File: src/rtl/pcm_ctl_pkg.sv
package pcm_ctl_pkg;
  typedef enum logic [1:0] {
    MD_NORM = 2'b00,
    MD_ALB  = 2'b01,
    MD_DLB  = 2'b10,
    MD_PDN  = 2'b11
  } pcm_mode_e;

  // decoder byte for a mode: data passes only in normal and analog loopback
  function automatic logic [7:0] dec_route(input pcm_mode_e m, input logic [7:0] b);
    return (m == MD_NORM || m == MD_ALB) ? b : 8'h00;
  endfunction

  // source byte for the transmit slot
  function automatic logic [7:0] tx_route(input pcm_mode_e m, input logic [7:0] looped,
                                          input logic [7:0] enc);
    return (m == MD_DLB) ? looped : enc;
  endfunction
endpackage

File: src/rtl/pcm_cfg_port.sv
module pcm_cfg_port
  import pcm_ctl_pkg::*;
#(
  parameter int W        = 8,
  parameter int LOCK_CYC = 25
) (
  input  logic      clk,
  input  logic      rst_n,
  input  logic      cfg_sdi,
  input  logic      cfg_sel,
  input  logic      cfg_stb,
  output pcm_mode_e mode_req,
  output logic [1:0] test_sel,
  output logic      locked
);
  localparam int CW = $clog2(W + 2);
  localparam int LW = $clog2(LOCK_CYC + 1);
  localparam logic [CW-1:0] FULL = CW'(W);
  localparam logic [CW-1:0] SAT  = CW'(W + 1);
  localparam logic [LW-1:0] LOCK_L = LW'(LOCK_CYC);

  logic [W-1:0]  shreg;
  logic [CW-1:0] bit_cnt;
  logic          sel_q, stb_q;
  logic [LW-1:0] lock_cnt;

  // named events for the assertions
  wire stb_end   = stb_q & ~cfg_stb;
  wire word_full = (bit_cnt == FULL);
  wire wr_fire   = stb_end & word_full & ~locked;

  assign locked = (lock_cnt < LOCK_L);

  always_ff @(posedge clk or negedge rst_n) begin
    if (!rst_n) begin
      lock_cnt <= '0;
    end else if (locked) begin
      lock_cnt <= lock_cnt + LW'(1);
    end
  end

  always_ff @(posedge clk or negedge rst_n) begin
    if (!rst_n) begin
      shreg   <= '0;
      bit_cnt <= '0;
      sel_q   <= 1'b0;
      stb_q   <= 1'b0;
    end else begin
      stb_q <= cfg_stb;
      if (cfg_stb) begin
        shreg   <= {shreg[W-2:0], cfg_sdi};
        bit_cnt <= (bit_cnt == SAT) ? bit_cnt : bit_cnt + CW'(1);
        sel_q   <= cfg_sel;
      end else begin
        bit_cnt <= '0;
      end
    end
  end

  always_ff @(posedge clk or negedge rst_n) begin
    if (!rst_n) begin
      mode_req <= MD_PDN;
      test_sel <= 2'b00;
    end else if (wr_fire) begin
      if (sel_q) test_sel <= shreg[W-1 -: 2];
      else       mode_req <= pcm_mode_e'(shreg[W-1 -: 2]);
    end
  end

  // registers frozen while the post-reset lock is in force
  p_lock_hold_r3: assert property (@(posedge clk) disable iff (!rst_n)
    locked |=> ($stable(mode_req) && $stable(test_sel)));

  // a strobe ending with the wrong bit count changes nothing
  p_partial_word_r1: assert property (@(posedge clk) disable iff (!rst_n)
    (stb_end && !word_full) |=> ($stable(mode_req) && $stable(test_sel)));
endmodule

File: src/rtl/pcm_slot_engine.sv
module pcm_slot_engine
  import pcm_ctl_pkg::*;
#(
  parameter int W = 8
) (
  input  logic         clk,
  input  logic         rst_n,
  input  logic         frm_sync,
  input  logic         pcm_sdi,
  input  logic [W-1:0] enc_data,
  input  pcm_mode_e    mode_req,
  output pcm_mode_e    mode_act,
  output logic         pcm_sdo,
  output logic         pcm_oe,
  output logic [W-1:0] dec_data,
  output logic         dec_stb
);
  localparam int BW = $clog2(W);
  localparam logic [BW-1:0] LAST = BW'(W - 1);

  logic         slot;
  logic [BW-1:0] bit_cnt;
  logic [W-1:0] rx_sr, pcm_in, tx_sr;

  wire         last_bit    = slot && (bit_cnt == LAST);
  wire         frame_start = frm_sync && (!slot || last_bit);
  wire [W-1:0] rx_word     = {rx_sr[W-2:0], pcm_sdi};

  always_ff @(posedge clk or negedge rst_n) begin
    if (!rst_n) begin
      slot     <= 1'b0;
      bit_cnt  <= '0;
      mode_act <= MD_PDN;
      tx_sr    <= '0;
      rx_sr    <= '0;
      pcm_in   <= '0;
    end else begin
      if (frame_start) begin
        slot     <= 1'b1;
        bit_cnt  <= '0;
        mode_act <= mode_req;
        tx_sr    <= tx_route(mode_req, pcm_in, enc_data);
      end else if (slot) begin
        bit_cnt <= bit_cnt + BW'(1);
        tx_sr   <= tx_sr << 1;
        if (last_bit) slot <= 1'b0;
      end
      if (slot)     rx_sr  <= rx_word;
      if (last_bit) pcm_in <= rx_word;
    end
  end

  always_ff @(posedge clk or negedge rst_n) begin
    if (!rst_n) begin
      dec_data <= '0;
      dec_stb  <= 1'b0;
    end else begin
      dec_stb <= 1'b0;
      if (last_bit) begin
        dec_data <= dec_route(mode_act, rx_word);
        dec_stb  <= (mode_act != MD_PDN);
      end else if (frame_start && (mode_req == MD_DLB || mode_req == MD_PDN)) begin
        dec_data <= '0;
      end
    end
  end

  assign pcm_oe  = slot && (mode_act != MD_PDN);
  assign pcm_sdo = tx_sr[W-1];

  // the active mode moves only on an accepted frame sync
  p_mode_at_frame_r5: assert property (@(posedge clk) disable iff (!rst_n)
    !frame_start |=> $stable(mode_act));
endmodule

File: src/rtl/pcm_mode_dec.sv
module pcm_mode_dec
  import pcm_ctl_pkg::*;
(
  input  pcm_mode_e  mode_act,
  input  logic [1:0] test_sel,
  output logic       pwr_dn,
  output logic       fb_en,
  output logic       obuf_gnd,
  output logic       dl_active,
  output logic       tst_tx,
  output logic       tst_rx,
  output logic       tst_codec
);
  always_comb begin
    pwr_dn    = (mode_act == MD_PDN);
    fb_en     = (mode_act == MD_ALB);
    obuf_gnd  = (mode_act == MD_ALB);
    dl_active = (mode_act == MD_DLB);
    tst_tx    = (test_sel == 2'b01);
    tst_rx    = (test_sel == 2'b10);
    tst_codec = (test_sel == 2'b11);
  end
endmodule

File: src/rtl/pcm_ctl_loop.sv
module pcm_ctl_loop
  import pcm_ctl_pkg::*;
#(
  parameter int W        = 8,
  parameter int LOCK_CYC = 25
) (
  input  logic         clk,
  input  logic         rst_n,
  input  logic         cfg_sdi,
  input  logic         cfg_sel,
  input  logic         cfg_stb,
  input  logic         frm_sync,
  input  logic         pcm_sdi,
  output logic         pcm_sdo,
  output logic         pcm_oe,
  input  logic [W-1:0] enc_data,
  output logic [W-1:0] dec_data,
  output logic         dec_stb,
  output logic         pwr_dn,
  output logic         fb_en,
  output logic         obuf_gnd,
  output logic         tst_tx,
  output logic         tst_rx,
  output logic         tst_codec
);
  pcm_mode_e  mode_req, mode_act;
  logic [1:0] test_sel;
  logic       locked, dl_active;

  pcm_cfg_port #(.W(W), .LOCK_CYC(LOCK_CYC)) i_cfg (
    .clk(clk), .rst_n(rst_n), .cfg_sdi(cfg_sdi), .cfg_sel(cfg_sel), .cfg_stb(cfg_stb),
    .mode_req(mode_req), .test_sel(test_sel), .locked(locked)
  );

  pcm_slot_engine #(.W(W)) i_slot (
    .clk(clk), .rst_n(rst_n), .frm_sync(frm_sync), .pcm_sdi(pcm_sdi),
    .enc_data(enc_data), .mode_req(mode_req), .mode_act(mode_act),
    .pcm_sdo(pcm_sdo), .pcm_oe(pcm_oe), .dec_data(dec_data), .dec_stb(dec_stb)
  );

  pcm_mode_dec i_dec (
    .mode_act(mode_act), .test_sel(test_sel), .pwr_dn(pwr_dn), .fb_en(fb_en),
    .obuf_gnd(obuf_gnd), .dl_active(dl_active), .tst_tx(tst_tx), .tst_rx(tst_rx),
    .tst_codec(tst_codec)
  );

  // output never driven while powerdown is flagged
  p_pdn_hiz_r10: assert property (@(posedge clk) disable iff (!rst_n)
    pwr_dn |-> !pcm_oe);

  // decoder sees only zero when a byte completes in digital loopback
  p_dlb_dec_zero_r8: assert property (@(posedge clk) disable iff (!rst_n)
    (dec_stb && $past(dl_active)) |-> (dec_data == '0));

  // test flags never overlap
  p_test_excl_r11: assert property (@(posedge clk) disable iff (!rst_n)
    $onehot0({tst_tx, tst_rx, tst_codec}));
endmodule

File: config.mk
export PLATFORM = sky130hd
export DESIGN_NAME = pcm_ctl_loop
export DESIGN_NICKNAME = d
export VERILOG_FILES = /design/src/rtl/pcm_ctl_pkg.sv /design/src/rtl/pcm_cfg_port.sv /design/src/rtl/pcm_slot_engine.sv /design/src/rtl/pcm_mode_dec.sv /design/src/rtl/pcm_ctl_loop.sv
export SDC_FILE = /design/constraint.sdc
export NUM_CORES = 1
export LEC_CHECK = 0
export ABC_CLOCK_PERIOD_IN_PS = 1850
export BUFFER_PORTS_ARGS = -buffer_cell sky130_fd_sc_hd__buf_2
export CAP_MARGIN = 25
export CORE_ASPECT_RATIO = 1.2
export CORE_MARGIN = 3
export CORE_UTILIZATION = 60
export CTS_BUF_LIST = sky130_fd_sc_hd__clkbuf_4 sky130_fd_sc_hd__clkbuf_8
export DETAILED_ROUTE_END_ITERATION = 16
export PLACE_DENSITY = 0.8
export SYNTH_ARGS = -nofsm -noshare
export SYNTH_HDL_FRONTEND = slang
export SYNTH_SLANG_ARGS = --single-unit
File: constraint.sdc
create_clock -name clk -period 1.85 [get_ports clk]
set_input_delay 0.37 -clock clk [delete_from_list [all_inputs] [get_ports clk]]
set_output_delay 0.37 -clock clk [all_outputs]
set_load 0.005 [all_outputs]
After elaboration in Yosys (flattened, before gate mapping):

Index checks and enable logic that the tools add are counted.

* word-level logic and storage cells: 64
* flip-flop bits (word level): 61
* output and inout port bits: 17
* input port bits: 15

* eq/ne operators: 12
* $add $sub $neg: 3
* order comparisons: 1
* bitwise operators: 6
* reductions and logical operators: 13
* multiplexer cells: 14

Operators with widths (number)
* $mux 8: 6
* $eq 2x2->1 const B: 5
* $eq 4x4->1 const B: 2
* $mux 4: 2
* $mux 3: 2
* $add 5x1->5 const B: 1
* $lt 5x5->1 const B: 1
* $add 4x1->4 const B: 1
* $eq 2x1->1 const B: 2
* $logic_and 1x1->1: 4
* $mux 1: 4
* $ne 2x2->1 const B: 2
* $reduce_and 2->1: 2
* $reduce_bool 2->1: 2
* $add 3x1->3 const B: 1
* $and 1x1->1: 3
* $eq 3x3->1 const B: 1
* $logic_or 1x1->1: 3
* $not 1->1: 3
* $logic_not 2->1: 1
* $logic_not 1->1: 1

Longest topological paths before layout:

Gate-level depths: netlist of the first run.

* depth in word-level cells: 7
* gate-level depth with buffers: 6
* gate-level depth less buffers: 5

By module:

From an unflattened synthesis of the first run, not the netlist that was laid out.

* cell total of the unflattened synthesis: 188
* area total of the unflattened synthesis: 2653.8 µm²

By module, submodules not included
* pcm_slot_engine: instances 1, sequential area each 953.4 µm², cells each 109, area an instance 1595.3 µm²
* pcm_cfg_port: instances 1, sequential area each 578.1 µm², cells each 72, area an instance 1001.0 µm²
* pcm_mode_dec: instances 1, sequential area each 0.0 µm², cells each 7, area an instance 57.6 µm²

Worst setup path after synthesis of the first run:

OpenSTA, ideal clock, no wires.

* kind: register to register
* start: register i_slot.bit_cnt[0]
* end: register i_slot.mode_act[0]
* arrival: 1512 ps
* required time: 1765 ps
* clock period less this slack: 1597 ps
* path buffers: 1
* stages on the path, launching flop included: 7
* library setup time: 85 ps
* setup slack: 253 ps
* cell sequence: dfrtp_1 ha_1 ha_1 nand2b_1 buf_2 nand2_1 mux2_1

* longest elaborated chain between the ends: 4

Ends and longest elaborated chain
* start, declared: RTL line pcm_slot_engine.sv:22 `logic [BW-1:0] bit_cnt;`
* start signal, assigned: RTL line pcm_slot_engine.sv:44 `bit_cnt <= bit_cnt + BW'(1);`
* $eq 3x3->1: RTL line pcm_slot_engine.sv:25 `wire last_bit = slot && (bit_cnt == LAST);`
* $logic_and 1x1->1: RTL line pcm_slot_engine.sv:25
* $logic_or 1x1->1: RTL line pcm_slot_engine.sv:26 `wire frame_start = frm_sync && (!slot || last_bit);`
* $logic_and 1x1->1: RTL line pcm_slot_engine.sv:26
* end signal, assigned: RTL line pcm_slot_engine.sv:41 `mode_act <= mode_req;`
* end, declared: RTL line pcm_slot_engine.sv:12 `output pcm_mode_e mode_act,`

No other way between the ends.
A chain may end at the register's enable or synchronous reset.

Final worst setup path of the first run:

* start: register i_slot.bit_cnt[0]
* end: register i_slot.dec_data[3]

* longest elaborated chain between the ends: 6
* elaborated cells between the ends (all ways): 7
* those cells by class: eq/ne (1); mux (1); reduce/logical (5)

Ends and longest elaborated chain
* $eq 3x3->1 *: RTL line pcm_slot_engine.sv:25
* $logic_and 1x1->1 *: RTL line pcm_slot_engine.sv:25
* $logic_or 1x1->1: RTL line pcm_slot_engine.sv:26
* $logic_and 1x1->1: RTL line pcm_slot_engine.sv:26
* $logic_and 1x1->1: RTL line pcm_slot_engine.sv:62 `end else if (frame_start && (mode_req == MD_DLB || mode_req == MD_PDN)) begin`
* $reduce_bool 2->1 (no source line)
* end signal, assigned: RTL line pcm_slot_engine.sv:60 `dec_data <= dec_route(mode_act, rx_word);`
* end, declared: RTL line pcm_slot_engine.sv:15 `output logic [W-1:0] dec_data,`

Every way passes the cells marked *; elsewhere a longest branch is shown, timed or not.

==> results of run 1 <==
cell usage after synthesis, types with 5 or more instances:
| library cell | number | area [µm²] |
|---|---|---|
| nor2b_1 | 6 | 37.5 |
| dfrtp_1 | 57 | 1430 |
| a31oi_1 | 8 | 50.1 |
| and2_1 | 5 | 31.3 |
| mux2_1 | 36 | 405 |
| o22ai_1 | 9 | 56.3 |
| nand2_1 | 24 | 90.1 |
| a22o_1 | 8 | 70.1 |
| inv_1 | 5 | 18.8 |
| ha_1 | 6 | 75.1 |
sequential cells by signal (all words and copies together), names as in the netlist:
name and flops:
i_cfg.lock_cnt 5, i_slot.dec_stb 1, i_slot.dec_data 8, i_slot.pcm_in 8
i_cfg.stb_q 1, i_slot.tx_sr 8, i_cfg.sel_q 1, i_cfg.mode_req 2
i_slot.bit_cnt 3, i_slot.rx_sr 7, i_cfg.bit_cnt 4, i_cfg.test_sel 2
i_slot.mode_act 2, i_slot.slot 1, i_cfg.shreg 8
final cells by class:
cell class | count | area, µm²
well taps | 56 | 70.1
inverters | 5 | 18.8
multi-input cells | 136 | 1080
clock inverters | 2 | 10.0
repair buffers | 37 | 213
flip-flops and latches | 61 | 1530
clock buffers | 14 | 174
fillers | 303 | 1200
worst min path at each step:
stage	startpoint	end	cells after the start
final	rst_n	i_slot.tx_sr[7]	2
after detailed placement	rst_n	i_slot.tx_sr[7]	2
after global routing	rst_n	i_slot.tx_sr[7]	2
after global placement	rst_n	i_slot.tx_sr[6]	2
after CTS	rst_n	i_slot.pcm_in[6]	2
after floorplan	rst_n	i_cfg.bit_cnt[0]	0
routing by layer:
layer | vias to the layer above | track usage (%)
met5 | - | 0
met4 | 0 | 12.2
met3 | 8 | 4.10
met2 | 39 | 30.4
met1 | 854 | 27.7
li1 | 834 | -
placed cells by master (no fill, tap or decap), drive strengths merged:
cell type / count
a31oi: 8
a32o: 1
ha: 6
o311ai: 1
nor3: 1
inv: 5
and2: 5
nor2: 4
dfrtp: 57
or2b: 1
clkbuf: 14
nand2b: 4
a21boi: 1
nor2b: 6
mux2i: 3
buf: 37
nor4: 2
xnor2: 3
o21ai: 1
a31o: 1
a22o: 8
o21a: 1
mux2: 36
nand3b: 3
nand2: 24
a21oi: 3
dfstp: 4
o22ai: 9
nand3: 3
clkinv: 2
o32ai: 1
cells by family after synthesis:
family                     share of synthesized area [%]
DFF                                                 57.2
and+or+nand+nor                                     10.2
muxes                                               16.3
AOI/OAI and AO/OA                                   9.91
buffers and inverters                               2.57
adders and majority gates                           2.80
xor gates and xnor gates                           0.982
metrics by stage:
stage,cell area (µm²),hold WS [ns]
floorplan,2680,0.0744
global placement,2910,0.401
detailed placement,2910,0.399
CTS,3100,0.0414
global route,3100,0.0507
finish,3100,0.0317
repair_timing:
item	CTS	global route
setup endpoints to repair	8	8
gates resized for setup	1	1
gates cloned	0	0
power by group through the flow:
stage / logic [W] / registers, W / clock network, W
after floorplan: 0.000820 / 0.00199 / 0
after global placement: 0.00109 / 0.00204 / 0
after detailed placement: 0.00116 / 0.00204 / 0
after CTS: 0.00116 / 0.00203 / 0.00109
after global routing: 0.00129 / 0.00210 / 0.00115
final: 0.00115 / 0.00203 / 0.00106
critical path: cells and delay by family (launching register included):
family / cells / cell delay (ns)
adders and majority gates: 2 / 0.44
AOI/OAI and AO/OA: 2 / 0.54
DFF: 1 / 0.40
and+or+nand+nor: 1 / 0.24
==> impl_metrics.tcl, run 1 <==
set metrics [dict create \
    max-vdd-ir-drop_v 0.00110 \
    p_sw_w 0.00128 \
    worstMarginPinSlew_ns 0.363 \
    postSynthCellCount 212 \
    rsz0062_at_grt "false" \
    start_kind "flip-flop" \
    routed-wl-met3_um 217 \
    power.density_nw_per_um2 1370 \
    p_int_w 0.00297 \
    cts_buffer_depth 2 \
    crit_start "i_slot.bit_cnt[0]" \
    period_needed_ns 1.68 \
    power_frac_clock_pct 25.0 \
    clock_skew_ns 0.00753 \
    final_nets 271 \
    area_delta_synth_final_pct 15.8 \
    diodes 0 \
    rows 26 \
    wl_met2_um 2170 \
    syn_avg_cell_area_um2 12.6 \
    yosys_register_bits 61 \
    start_util_pct 62.3 \
    post_cts_buffers 0 \
    grt_pass1_vias 1749 \
    synth.distinct_cells 31 \
    cts_root_buffer "clkbuf_8" \
    hpwl_um 3190 \
    htreeDepth 3 \
    drc_errors 0 \
    postRouteAntennaNets 0 \
    dieArea_um2 5300 \
    setup_tns_ns 0 \
    rr_worst_depth 5 \
    min_path_type "in -> async" \
    final_core_util_pct 72.1 \
    ys_async_sr_fraction_pct 100 \
    ios 32 \
    crit_arrival_ns 1.94 \
    clock_sinks 61 \
    period_share_pct 90.6 \
    crit_path_top_delay_cell "dfrtp_1" \
    grt_util_all_layers_pct 20.5 \
    setup_viol 0 \
    grt_max_degree 62 \
    antenna_found_initial 0 \
    crit_fanout 11 \
    cp.required_ns 2.12 \
    gp_congestion 0.756 \
    r2r_setup_slack_ns 0.17 \
    met1_length_um 2050 \
    dr.max_layer_used "met4" \
    syn_area_um2 2680 \
    wl_um 4550 \
    cp_common_cell "ha_1" \
    p_sw_share_pct 30.1 \
    gr-total-overflow 0 \
    dp_cells 295 \
    yosysSeqAreaShare_pct 57.2 \
    numCtsBuffers 9 \
    core_area_um2 4290 \
    path_cells "ha_1 > ha_1 > nand2_2 > o21a_1 > a22o_1" \
    max_clock_freq_mhz 597 \
    synth_edf_count 0 \
    synthFlopType "dfrtp_1" \
    grt_first_pass_wirelength_um 7990 \
    synth_nets 233 \
    maxSlewHeadroom_pct 75.8 \
    drt_iter0_markers 84 \
    dr.pass1.iters 4 \
    r2r-end "i_slot.dec_data[3]" \
    path_clk_slew_ns 0.06 \
    viasPerCell 5.58 \
    wl_per_cell_um 14.6 \
    combPwrFrac_pct 27.1 \
    cp-endpoint "i_slot.dec_data[3]" \
    cts_hold_buf 0 \
    critPathCaptureType "flip-flop" \
    finalHoldViolCount 0 \
    worst_skew_pair.late_latency_ns 0.33 \
    power_leakage_nw 1.48 \
    finalPower_w 0.00424 \
    worstSetupPathType "reg -> reg" \
    setup_slack_ns 0.174 \
    cts_tree "built" \
    p_seq_share_pct 47.9 \
    maxCapViolCount 0 \
    vias 1735 \
    drive_gt1_share_pct 24.3 \
    reg2reg_from "i_slot.bit_cnt[0]" \
    ys_warn_count 0 \
    pre_cts_ws_ns -0.0531 \
    drv_slew 0 \
    post_layout_nonfiller_instances 311 \
    die_w_um 67.0 \
    die_height_um 79.2 \
    cpPeakStageDelay_ns 0.40 \
    outcome "finished clean" \
    portBuffers 31 \
]
No activity file was read; power rests on OpenSTA's default activity.
==> run 2, diff against run 1 <==
--- a/config.mk
+++ b/config.mk
@@ -5,6 +5,7 @@
 export SDC_FILE = /design/constraint.sdc
 export NUM_CORES = 1
 export LEC_CHECK = 0
+export ABC_AREA = 1
 export ABC_CLOCK_PERIOD_IN_PS = 1850
 export BUFFER_PORTS_ARGS = -buffer_cell sky130_fd_sc_hd__buf_2
 export CAP_MARGIN = 25
@@ -12,7 +13,9 @@
 export CORE_MARGIN = 3
 export CORE_UTILIZATION = 60
 export CTS_BUF_LIST = sky130_fd_sc_hd__clkbuf_4 sky130_fd_sc_hd__clkbuf_8
+export CTS_CLUSTER_DIAMETER = 80
 export DETAILED_ROUTE_END_ITERATION = 16
+export GPL_ROUTABILITY_DRIVEN = 1
 export PLACE_DENSITY = 0.8
 export SYNTH_ARGS = -nofsm -noshare
 export SYNTH_HDL_FRONTEND = slang
==> run 2 against run 1 <==
Effect of this change:
- synthesized cell count is 47% higher
- register-to-register slack better by 0.18 ns
- core utilization is 0.20 points lower
- die area is 1.8% higher
- sequential cell count stayed put
- total power is 5.2% lower
- largest cell class unchanged
==> impl_metrics.tcl, run 2 <==
set metrics [dict create \
    max_clock_freq_mhz 625 \
    vias 2074 \
    yosys_register_bits 61 \
    wl_um 5020 \
    min_path_type "in -> async" \
    htreeDepth 3 \
    final_common_cell "nand2_1" \
    start_util_pct 63.1 \
    worstMarginPinSlew_ns 0.313 \
    dr.pass1.iters 4 \
    rsz0062_at_grt "false" \
    diodes 0 \
    setup_tns_ns 0 \
    synth.distinct_cells 32 \
    drive_gt1_share_pct 19.5 \
    cts_tree "built" \
    post_layout_nonfiller_instances 409 \
    clock_skew_ns 0.0104 \
    clock_sinks 61 \
    antenna_found_initial 0 \
    ys_async_sr_fraction_pct 100 \
    yosysSeqAreaShare_pct 56.1 \
    critPathCaptureType "output port" \
    maxSlewHeadroom_pct 79.1 \
    maxCapViolCount 0 \
    nFillCells 328 \
    dieArea_um2 5400 \
    wl_per_cell_um 12.3 \
    ios 32 \
    die_w_um 67.6 \
    portBuffers 31 \
    finalHoldViolCount 0 \
    cts_root_buffer "clkbuf_8" \
    max-vdd-ir-drop_v 0.000685 \
    postSynthCellCount 312 \
    area_delta_synth_final_pct 14.0 \
    ys_warn_count 0 \
    yosysMostFrequentCell "nand2_1" \
    cts_buffer_depth 2 \
    cp.required_ns 1.48 \
    rows 26 \
    die_height_um 79.9 \
    layout_common_cells "83 x nand2_1, 56 x dfrtp_1, 41 x inv_1" \
    synthFlopType "dfrtp_1" \
    holdWs_ns 0.0244 \
    worstSetupPathType "reg -> out" \
    gp_congestion 0.813 \
    netlist_top_cells_count "83 x nand2_1, 57 x dfrtp_1, 41 x inv_1" \
    syn_area_um2 2730 \
    power.density_nw_per_um2 1290 \
    dp_cells 394 \
    core_area_um2 4330 \
    synth_edf_count 0 \
    viasPerCell 5.07 \
    setup_viol 0 \
    grt_util_all_layers_pct 22.0 \
    start_kind "flip-flop" \
    grt_pass1_vias 2006 \
    crit_arrival_ns 1.23 \
    final_nets 370 \
    synth_top_area_share_pct 52.2 \
    regArea_um2 1530 \
    post-synth-top-area-cell "dfrtp_1" \
    synth_nets 333 \
    gr-total-overflow 0 \
    crit_fanout 15 \
    ys_top_cells_by_area "dfrtp_1 52%, nand2_1 11%, inv_1 5.6%" \
    final_core_util_pct 71.9 \
    power_leakage_nw 1.65 \
    drv_slew 0 \
    postRouteAntennaNets 0 \
    outcome "finished clean" \
    grt_first_pass_wirelength_um 8690 \
    path_clk_slew_ns 0.07 \
    grt_max_degree 62 \
    hpwl_um 3580 \
    cts_hold_buf 0 \
    syn_avg_cell_area_um2 8.75 \
    drt_iter0_markers 184 \
    numCtsBuffers 9 \
    period_share_pct 86.4 \
    worst_skew_pair.late_latency_ns 0.34 \
    period_needed_ns 1.60 \
    multi_input_area_um2 976 \
    drc_errors 0 \
]
## run 2: cell families (layout without fill, tap and decap cells)
group,count (synthesis),after routing,share of synthesized area [%]
buffers and inverters,53,94,8.16
AO/OA/AOI/OAI,43,43,8.39
AND/OR/NAND/NOR,147,147,24.0
flip-flops,61,61,56.1
adder cells (fa/ha/maj),6,6,2.75
XOR/XNOR,2,2,0.642
## run 2: worst paths after layout
kind	startpoint	to	slack (ns)	cells past startpoint
setup / recovery	i_slot.slot	pcm_oe	0.25	3
hold / removal	rst_n	i_slot.dec_data[6]	0.02	2
setup reg to reg	i_slot.bit_cnt[0]	i_slot.dec_data[0]	0.35	9
hold reg to reg	i_cfg.lock_cnt[4]	i_cfg.lock_cnt[4]	0.47	1
max in group asynchronous	rst_n	i_slot.mode_act[0]	1.51	2
min in group clk	cfg_sel	i_cfg.sel_q	0.25	3
## run 2: stage by stage
stage               setup WS, ns  instance area (µm²)  total power (W)
CTS                       0.0665                 3110          0.00406
global route               0.177                 3110          0.00431
floorplan                  0.497                 2730          0.00266
global placement           0.412                 2940          0.00295
finish                     0.251                 3110          0.00403
detailed placement         0.344                 2940          0.00300
## run 2: report_power, final
part	switching, W	internal [W]
clock network	0.000475	0.000577
registers	0.000235	0.00174
logic	0.000605	0.000393
total	0.00131	0.00271
## run 2: metal layers
| layer | GRT usage [%] | up-vias | wire length, µm | part of all wire [%] |
|---|---|---|---|---|
| li1 | - | 1057 | - | - |
| met1 | 26.6 | 958 | 2160 | 43 |
| met2 | 35.9 | 51 | 2540 | 51 |
| met3 | 4.65 | 8 | 228 | 4.5 |
| met4 | 11.6 | 0 | 93 | 1.9 |
| met5 | 0 | - | 0 | 0 |
## run 2: repair_timing
| action | 4_1_cts | 5_1_grt |
|---|---|---|
| setup endpoints to repair | 0 | 1 |
| gates resized for setup | 0 | 1 |
| hold endpoints to repair | 0 | 0 |
| setup buffers | 0 | 0 |
## run 2: worst max-delay path, cell delays in order (launching register included)
cell	delay, ns
dfrtp_2	0.53
inv_1	0.14
nor2_1	0.11
buf_2	0.11
## run 2: layout make-up
class / count / share of cell area (%)
clock buffers: 13 / 5.35
repair buffers: 33 / 5.87
well taps: 56 / 2.25
multi-input cells: 198 / 31.4
flip-flops and latches: 61 / 49.2
inverters: 46 / 5.63
clock inverters: 2 / 0.322
